## src/rtl/seg_pkg.sv

```systemverilog
package seg_pkg;
  localparam int ADDR_W     = 32;
  localparam int SEL_W      = 16;
  localparam int IDX_LSB    = 3;
  localparam int IDX_W      = SEL_W - IDX_LSB;
  localparam int TBL_BIT    = 2;
  localparam int DESC_SHIFT = 3;   // 8-byte descriptors
  localparam int WORD_BYTES = 4;
  localparam int N_TBL      = 2;
  localparam int LATENCY    = 3;   // edges from accept to result

  typedef enum logic [1:0] {
    FT_IDLE,
    FT_LO,
    FT_HI,
    FT_FIN
  } fetch_st_e;

  typedef struct packed {
    logic [31:0] hi;
    logic [31:0] lo;
  } seg_desc_t;

  // base is scattered over three descriptor fields
  function automatic logic [31:0] desc_base(input seg_desc_t d);
    return {d.hi[31:24], d.hi[7:0], d.lo[31:16]};
  endfunction

  function automatic logic desc_present(input seg_desc_t d);
    return d.hi[15];
  endfunction
endpackage

```

## src/rtl/seg_tbl_regs.sv

```systemverilog
module seg_tbl_regs
  import seg_pkg::*;
#(
  parameter int AW   = ADDR_W,
  parameter int NTBL = N_TBL,
  localparam int TW  = (NTBL > 1) ? $clog2(NTBL) : 1
) (
  input  logic                     clk,
  input  logic                     rst_n,
  input  logic                     wr_en,
  input  logic [TW-1:0]            wr_tbl,
  input  logic [AW-1:0]            wr_data,
  output logic [NTBL-1:0][AW-1:0]  base_o
);
  for (genvar g = 0; g < NTBL; g++) begin : g_tbl
    always_ff @(posedge clk or negedge rst_n) begin
      if (!rst_n) begin
        base_o[g] <= '0;
      end else if (wr_en && (wr_tbl == TW'(g))) begin
        base_o[g] <= wr_data;
      end
    end
  end
endmodule

```

## src/rtl/seg_fetch.sv

```systemverilog
module seg_fetch
  import seg_pkg::*;
#(
  parameter int AW = ADDR_W
) (
  input  logic          clk,
  input  logic          rst_n,
  input  logic          start,
  input  logic [AW-1:0] start_addr,
  output logic          mem_req,
  output logic [AW-1:0] mem_addr,
  input  logic [31:0]   mem_rdata,
  output logic          done,
  output seg_desc_t     desc
);
  fetch_st_e     st_q;
  logic [AW-1:0] addr_q;
  logic [31:0]   lo_q;

  always_ff @(posedge clk or negedge rst_n) begin
    if (!rst_n) begin
      st_q   <= FT_IDLE;
      addr_q <= '0;
      lo_q   <= '0;
    end else begin
      unique case (st_q)
        FT_IDLE: if (start) begin
          st_q   <= FT_LO;
          addr_q <= start_addr;
        end
        FT_LO: begin
          st_q   <= FT_HI;
          addr_q <= addr_q + AW'(WORD_BYTES);
        end
        FT_HI: begin
          st_q <= FT_FIN;
          lo_q <= mem_rdata;   // low word returned for the FT_LO request
        end
        FT_FIN: st_q <= FT_IDLE;
        default: st_q <= FT_IDLE;
      endcase
    end
  end

  assign mem_req  = (st_q == FT_LO) || (st_q == FT_HI);
  assign mem_addr = addr_q;
  assign done     = (st_q == FT_FIN);
  assign desc     = '{hi: mem_rdata, lo: lo_q};


  lo_then_hi_chk: assert property (@(posedge clk) disable iff (!rst_n)
    (st_q == FT_LO) |=> (mem_req && mem_addr == $past(mem_addr) + AW'(WORD_BYTES)));


  one_pair_chk: assert property (@(posedge clk) disable iff (!rst_n)
    (st_q == FT_HI) |=> !mem_req);
endmodule

```

## src/rtl/seg_result.sv

```systemverilog
module seg_result
  import seg_pkg::*;
#(
  parameter int AW = ADDR_W
) (
  input  logic          clk,
  input  logic          rst_n,
  input  logic          load,
  input  seg_desc_t     desc,
  input  logic [AW-1:0] offset,
  output logic          out_valid,
  input  logic          out_ready,
  output logic [AW-1:0] out_lin,
  output logic          out_np
);
  logic          present;
  logic [AW-1:0] sum;

  assign present = desc_present(desc);
  assign sum     = AW'(desc_base(desc)) + offset;

  always_ff @(posedge clk or negedge rst_n) begin
    if (!rst_n) begin
      out_valid <= 1'b0;
      out_lin   <= '0;
      out_np    <= 1'b0;
    end else if (load) begin
      out_valid <= 1'b1;
      out_np    <= !present;
      out_lin   <= present ? sum : '0;
    end else if (out_valid && out_ready) begin
      out_valid <= 1'b0;
    end
  end


  hold_under_stall_chk: assert property (@(posedge clk) disable iff (!rst_n)
    (out_valid && !out_ready) |=> (out_valid && $stable(out_lin) && $stable(out_np)));


  load_shows_chk: assert property (@(posedge clk) disable iff (!rst_n)
    load |=> out_valid);
endmodule

```

## src/rtl/seg_xlate_top.sv

```systemverilog
module seg_xlate_top
  import seg_pkg::*;
#(
  parameter int AW = ADDR_W
) (
  input  logic             clk,
  input  logic             rst_n,
  input  logic             cfg_we,
  input  logic             cfg_tbl,
  input  logic [AW-1:0]    cfg_data,
  input  logic             in_valid,
  output logic             in_ready,
  input  logic [SEL_W-1:0] in_sel,
  input  logic [AW-1:0]    in_off,
  output logic             mem_req,
  output logic [AW-1:0]    mem_addr,
  input  logic [31:0]      mem_rdata,
  output logic             out_valid,
  input  logic             out_ready,
  output logic [AW-1:0]    out_lin,
  output logic             out_np
);
  logic [N_TBL-1:0][AW-1:0] tbl_base;
  logic                     busy_q;
  logic                     accept;
  logic [AW-1:0]            off_q;
  logic [AW-1:0]            desc_addr;
  logic [IDX_W-1:0]         idx;
  logic                     fetch_done;
  seg_desc_t                fetch_desc;

  seg_tbl_regs #(.AW(AW), .NTBL(N_TBL)) u_tbl (
    .clk     (clk),
    .rst_n   (rst_n),
    .wr_en   (cfg_we),
    .wr_tbl  (cfg_tbl),
    .wr_data (cfg_data),
    .base_o  (tbl_base)
  );

  assign in_ready  = !busy_q;
  assign accept    = in_valid && in_ready;
  assign idx       = in_sel[SEL_W-1:IDX_LSB];
  assign desc_addr = tbl_base[in_sel[TBL_BIT]] + AW'({idx, {DESC_SHIFT{1'b0}}});

  always_ff @(posedge clk or negedge rst_n) begin
    if (!rst_n) begin
      busy_q <= 1'b0;
      off_q  <= '0;
    end else if (accept) begin
      busy_q <= 1'b1;
      off_q  <= in_off;
    end else if (out_valid && out_ready) begin
      busy_q <= 1'b0;
    end
  end

  seg_fetch #(.AW(AW)) u_fetch (
    .clk        (clk),
    .rst_n      (rst_n),
    .start      (accept),
    .start_addr (desc_addr),
    .mem_req    (mem_req),
    .mem_addr   (mem_addr),
    .mem_rdata  (mem_rdata),
    .done       (fetch_done),
    .desc       (fetch_desc)
  );

  seg_result #(.AW(AW)) u_res (
    .clk       (clk),
    .rst_n     (rst_n),
    .load      (fetch_done),
    .desc      (fetch_desc),
    .offset    (off_q),
    .out_valid (out_valid),
    .out_ready (out_ready),
    .out_lin   (out_lin),
    .out_np    (out_np)
  );


  busy_after_accept_chk: assert property (@(posedge clk) disable iff (!rst_n)
    accept |=> !in_ready);


  no_accept_with_result_chk: assert property (@(posedge clk) disable iff (!rst_n)
    out_valid |-> !in_ready);


  no_read_when_idle_chk: assert property (@(posedge clk) disable iff (!rst_n)
    mem_req |-> !in_ready);
endmodule

```

## config.mk

```make
export PLATFORM = sky130hd
export DESIGN_NAME = seg_xlate_top
export DESIGN_NICKNAME = d
export VERILOG_FILES = /design/src/rtl/seg_pkg.sv /design/src/rtl/seg_tbl_regs.sv /design/src/rtl/seg_fetch.sv /design/src/rtl/seg_result.sv /design/src/rtl/seg_xlate_top.sv
export SDC_FILE = /design/constraint.sdc
export NUM_CORES = 1
export LEC_CHECK = 0
export BUFFER_PORTS_ARGS = -buffer_cell sky130_fd_sc_hd__buf_2
export CAP_MARGIN = 10
export CORE_ASPECT_RATIO = 1.1
export CORE_MARGIN = 1.5
export CORE_UTILIZATION = 30
export CTS_BUF_LIST = sky130_fd_sc_hd__clkbuf_16
export DETAILED_ROUTE_END_ITERATION = 10
export MAX_ROUTING_LAYER = met4
export PLACE_DENSITY = 0.52
export RECOVER_POWER = 50
export SLEW_MARGIN = 0
export SYNTH_ARGS = -nofsm -noshare
export SYNTH_HDL_FRONTEND = slang
export SYNTH_SLANG_ARGS = --single-unit
```

## constraint.sdc

```tcl
create_clock -name clk -period 6.4 [get_ports clk]
set_input_delay 0.64 -clock clk [delete_from_list [all_inputs] [get_ports clk]]
set_output_delay 0.64 -clock clk [all_outputs]
set_load 0.05 [all_outputs]
```

### After elaboration in Yosys (flattened, before gate mapping)

Index checks and enable logic that the tools add are counted.

| storage, ports and cells | value |
|---|---|
| register bits after elaboration | 197 |
| input bits | 118 |
| logic and storage cells | 41 |

| operators by class | value |
|---|---|
| reduce and logical (&&, ||, !) cells | 12 |
| bitwise operators | 1 |
| mux-type cells | 10 |
| equal/unequal tests | 4 |
| $lt $le $gt $ge | 1 |
| add/sub/neg operators | 3 |

Operators with widths:

| cell | count |
|---|---|
| $mux W32 | 4 |
| $pmux W32 S2 | 1 |
| $add A32 B16 Y32 | 1 |
| $add A32 B3 Y32 const B | 1 |
| $add A32 B32 Y32 | 1 |
| $pmux W2 S4 | 1 |
| $reduce_bool A2 Y1 | 3 |
| $eq A2 B2 Y1 const B | 2 |
| $logic_and A1 B1 Y1 | 4 |
| $mux W1 | 3 |
| $eq A2 B1 Y1 const B | 1 |
| $logic_not A1 Y1 | 2 |
| $logic_not A2 Y1 | 1 |
| $lt A1 B2 Y1 const B | 1 |
| $mux W2 | 1 |
| $ne A2 B2 Y1 const B | 1 |
| $reduce_and A2 Y1 | 1 |
| $logic_or A1 B1 Y1 | 1 |
| $not A1 Y1 | 1 |

### Longest topological paths before layout

| depth | value |
|---|---|
| word-level depth | 5 |
| mapped depth | 16 |
| mapped depth without buffers | 11 |

### By module

From an unflattened synthesis, not the netlist that was laid out.

| unflattened totals | value |
|---|---|
| cells, all modules | 1092 |
| area total of the unflattened synthesis | 11705.0 sq um |

Modules (own cells, without submodules):

| module | area each (sq um) | cells an instance | times used |
|---|---|---|---|
| seg_fetch | 3562.2 | 356 | 1 |
| seg_result | 3046.7 | 354 | 1 |
| seg_xlate_top | 2670.1 | 245 | 1 |
| seg_tbl_regs | 2426.1 | 137 | 1 |

### Least setup slack after synthesis

No wires, ideal clock.

| timing path | value |
|---|---|
| kind | input port to flip-flop |
| start point | in in_sel[2] |
| end point | reg u_fetch.addr_q[30], in the netlist u_fetch.mem_addr[30] |
| slack | 2543 ps |
| data arrival time | 3719 ps |
| setup time | 138 ps |
| stages | 16 |
| data required time | 6262 ps |
| path buffers | 6 |
| path through | buf_6 buf_2 buf_2 buf_2 buf_2 mux2_2 ha_1 a21o_1 a21oi_1 o21bai_1 a21o_1 a221o_1 buf_4 and4b_1 xnor2_1 a21oi_1 |

| between the ends | value |
|---|---|
| longest elaborated chain between the ends | 5 |

Ends and longest elaborated chain:

| item | line | text |
|---|---|---|
| from (decl) | seg_xlate_top.sv:13 | `input logic [SEL_W-1:0] in_sel,` |
| $mux W32 (implied by the code) (2 in a row) | seg_xlate_top.sv:44 | `assign desc_addr = tbl_base[in_sel[TBL_BIT]] + AW'({idx, {DESC_SHIFT{1'b0}}});` |
| $add A32 B16 Y32 | seg_xlate_top.sv:44 |  |
| $mux W32 | seg_fetch.sv:27 | `FT_IDLE: if (start) begin` |
| $pmux W32 S2 | seg_fetch.sv:26 | `unique case (st_q)` |
| to (signal assigned) | seg_fetch.sv:29 | `addr_q <= start_addr;` |
| to (signal assigned) | seg_fetch.sv:33 | `addr_q <= addr_q + AW'(WORD_BYTES);` |
| to (decl) | seg_fetch.sv:17 | `logic [AW-1:0] addr_q;` |

No other way between the ends. The select of a mux whose other input is x is not followed.
A chain may end at the register's enable or synchronous reset.

### Worst setup path after layout

| timing path | value |
|---|---|
| start point | reg busy_q |
| end point | reg u_fetch.addr_q[15], in the netlist u_fetch.mem_addr[15] |

| between the ends | value |
|---|---|
| longest elaborated chain between the ends | 4 |

Ends and longest elaborated chain:

| item | line | text |
|---|---|---|
| from (decl) | seg_xlate_top.sv:24 | `logic busy_q;` |
| from (signal assigned) | seg_xlate_top.sv:48 | `busy_q <= 1'b0;` |
| from (signal assigned) | seg_xlate_top.sv:51 | `busy_q <= 1'b1;` |
| from (signal assigned) | seg_xlate_top.sv:54 | `busy_q <= 1'b0;` |
| $logic_not A1 Y1 | seg_xlate_top.sv:41 | `assign in_ready = !busy_q;` |
| $logic_and A1 B1 Y1 | seg_xlate_top.sv:42 | `assign accept = in_valid && in_ready;` |
| $ne A2 B2 Y1 (no source line) | - |  |
| $reduce_and A2 Y1 (no source line) | - |  |

No other way between the ends.

==> metrics.txt <==
synth warn=0; Root Buffer=clkbuf_16; Initial DRC Count=300; layer with the highest usage=met2; failing checks=max-capacitance violations, max-slew violations; total clock sinks=181; Chip Width=180 um; CTS H-tree lvls=4; Pleak=~5.4 nW; Post-route DRC=0; post-synthesis sequential area ratio=about 44%; post-route cell area=12200 sq um; antenna violations before repair=1; Pre-antenna DRT Iters=5; met2 Usage GRT=around a quarter; core area=33500 sq um; first-pass GRT wire length=43.6 mm; Max-slew headroom=-65.7%; placed cells=between 1500 and 2000; post-route ant nets=0; largest net degree at the start of global routing=75; min cycle time layout=between 4 and 5 ns; Hold Vio Cnt, Final=0; startpoint types=flop; worst-margin pin slew=approximately 2.5 ns; nets@finish=1323; Power Dens Cells=517 nW/um^2; met3 GRT Util=about 4%; Post-Synthesis Cells=986; clk slew on worst S/H paths=about 0.07 ns; max incr delay on CP=around 1.6 ns; predominant post-synthesis flop cell=dfrtp_1; Mapped Nets=1156; WL/cell=16.8 um; FMAX=between 200 and 250 MHz; Max rail drop VDD=0.201 mV; Distinct cells, synth=78; RSZ-0062 raised after global routing=false; critical path startpoint=busy_q; final period utilization=67.7%; Worst EP required=6.72 ns; Placed Area=11600 sq um; CTS tree=built; # hold bufs at CTS=0; area grow syn2layout=18.1%; RR Startpoint=busy_q; Fillers=roughly 3400; Inserted Clock Buffers=17; post-cts resize count=0; Worst Skew=0.0122 ns; outcome=finished with violations; gpl congestion=0.839; HP Class=in -> reg; Die Y=197 um; crit path cell chain=nor2b_4, clkbuf_1, nand2_1, o21ai_2, nand2_1, o21ai_0, a21oi_1; clk_lat worst skew=0.45 ns; via/cell ratio=4.95; slowest CP cell=clkbuf_1; Netlist Area Pre-Place=slightly above 10000 sq um; Seq cells post-synth=181; number of synthesized flops with an enable pin=0; mean post-synth cell area=10.4 sq um; num rows=70; DPL Wire Length=20.0 mm; leading area contributor after synthesis=dfrtp_1; Final Power=0.00628 W; final cell count without fillers=1599; Critical Path AT=4.65 ns; share of layout cells above drive strength 1=a little under a third; Most common cell on crit path=nand2_1; Top Ports=roughly 190; min-delay src=out_ready; # setup viols final=0; CP top delay family=buffers and inverters; final hold slack=0.387 ns; drt total wl=26.8 mm; setup_tns=0 ns; routing usage on met1=about a fifth; Longest Clk Path Bufs=2; Initial Util=30.7%; asr flop ratio synth=100%; CP max FO=35; critical path class=reg -> reg; number of global-route vias before repair=8078; Slew Limit Fails=329; vias post-DR=~8000; Buf/Inv on CP=1; top cell type's share of synthesized area=about 44%; die area=approximately 35000 sq um; GRT overflow=0; count of max-cap constraint violations=7; postcts setup bufs=0; gr usage total=~16%; # port buffers=176; top cells by area, synth=dfrtp_1, mux2_2, ha_1; kind of end point of the critical path=flop
## state kept, by name, summed over array words and instances (netlist names)
signal and cells:
off_q 32, u_fetch.lo_q 16, u_res.out_lin 32, busy_q 1, u_tbl.base_o 64, u_res.out_np 1
u_res.out_valid 1, u_fetch.st_q 2, u_fetch.mem_addr 32
## logic make-up after synthesis
| logic type | synth area share, % |
|---|---|
| AOI/OAI and AO/OA | 15.9 |
| muxes | 15.1 |
| adders and majority gates | 6.47 |
| DFF | 44.0 |
| xor gates and xnor gates | 4.51 |
| and+or+nand+nor | 10.2 |
| buffers and inverters | 3.73 |
## synthesized netlist by cell type, types with 11 or more instances
master	number
a21o_1	11
a21oi_1	76
a31oi_1	11
clkbuf_1	18
dfrtp_1	181
ha_1	50
inv_1	58
mux2_2	126
mux2i_1	14
nand2_1	68
nand3_1	20
nor2_1	47
o21ai_0	55
o22ai_1	31
xnor2_1	31
xor2_1	22
## worst reg2reg max path: cells and delay by family (launching register included)
family,cells,cell delay (ns)
AOI/OAI and AO/OA,3,0.95
DFF,1,0.43
buffers and inverters,1,1.61
and+or+nand+nor,3,1.23
## layer usage
layer	share of wire [%]	vias to the layer above
met5	0	-
met4	2.4	0
met3	4.7	34
met2	48	169
met1	45	3787
li1	-	3925
## layout by cell type (no fill, tap or decap), types with 4 or more instances in the layout
cell type | synthesis | layout
a32oi_1 | 5 | 5
inv_1 | 58 | 58
mux2i_1 | 14 | 14
o21a_1 | 4 | 4
a32o_1 | 4 | 4
clkbuf_1 | 18 | 4
ha_1 | 50 | 50
o32ai_1 | 4 | 4
o21ai_1 | 5 | 4
nand2_1 | 68 | 68
buf_4 | 2 | 5
clkinv_1 | 0 | 5
xor2_1 | 22 | 22
nand4_1 | 10 | 10
nand2b_1 | 7 | 7
nor3_1 | 7 | 7
mux2_2 | 126 | 126
a221oi_1 | 4 | 4
o31ai_1 | 6 | 6
nor2b_1 | 10 | 8
nand3_1 | 20 | 20
a21oi_1 | 76 | 76
a31oi_1 | 11 | 11
xnor2_1 | 31 | 31
clkbuf_16 | 0 | 17
nor2_1 | 47 | 47
buf_2 | 6 | 175
and3_1 | 5 | 5
a21o_1 | 11 | 11
o21bai_1 | 7 | 7
o22ai_1 | 31 | 31
dfrtp_1 | 181 | 181
o21ai_0 | 55 | 55
or2_2 | 5 | 5
and4_1 | 4 | 4
## cell type report
class	instances	area [sq um]	share of cell area [%]
multi-input cells	709	5390	44.3
inverters	58	218	1.79
well taps	432	541	4.45
diodes	1	2.50	0.0206
flip-flops and latches	181	4530	37.3
clock inverters	15	113	0.926
clock buffers	17	425	3.50
repair buffers	186	938	7.72
## power by group
| part | internal, W | leakage [nW] | total, W | switching [W] |
|---|---|---|---|---|
| Combinational | 0.00125 | 2.95 | 0.00344 | 0.00219 |
| Sequential | 0.00155 | 2.15 | 0.00184 | 0.000289 |
| Clock | 0.000529 | 0.257 | 0.000998 | 0.000469 |
| Total | 0.00333 | 5.36 | 0.00628 | 0.00295 |
## worst paths after layout
check	to	slack, ns	cells past startpoint
max in group asynchronous	u_tbl.base_o[54]	2.52	2
worst min register to register	busy_q	0.48	1
worst min-delay path	busy_q	0.39	2
worst max register to register	u_fetch.mem_addr[15]	2.07	7
worst max-delay path	u_fetch.mem_addr[15]	2.07	7
min in group asynchronous	u_res.out_lin[17]	0.96	1
## through the flow
stage | setup WS, ns | util [%]
floorplan | 2.54 | -
global placement | 2.52 | 34.7
detailed placement | 2.50 | 34.7
CTS | 2.98 | 36.3
global route | 1.51 | 36.2
finish | 2.07 | 36.2
Note: power is estimated with default switching activity, not from simulation.
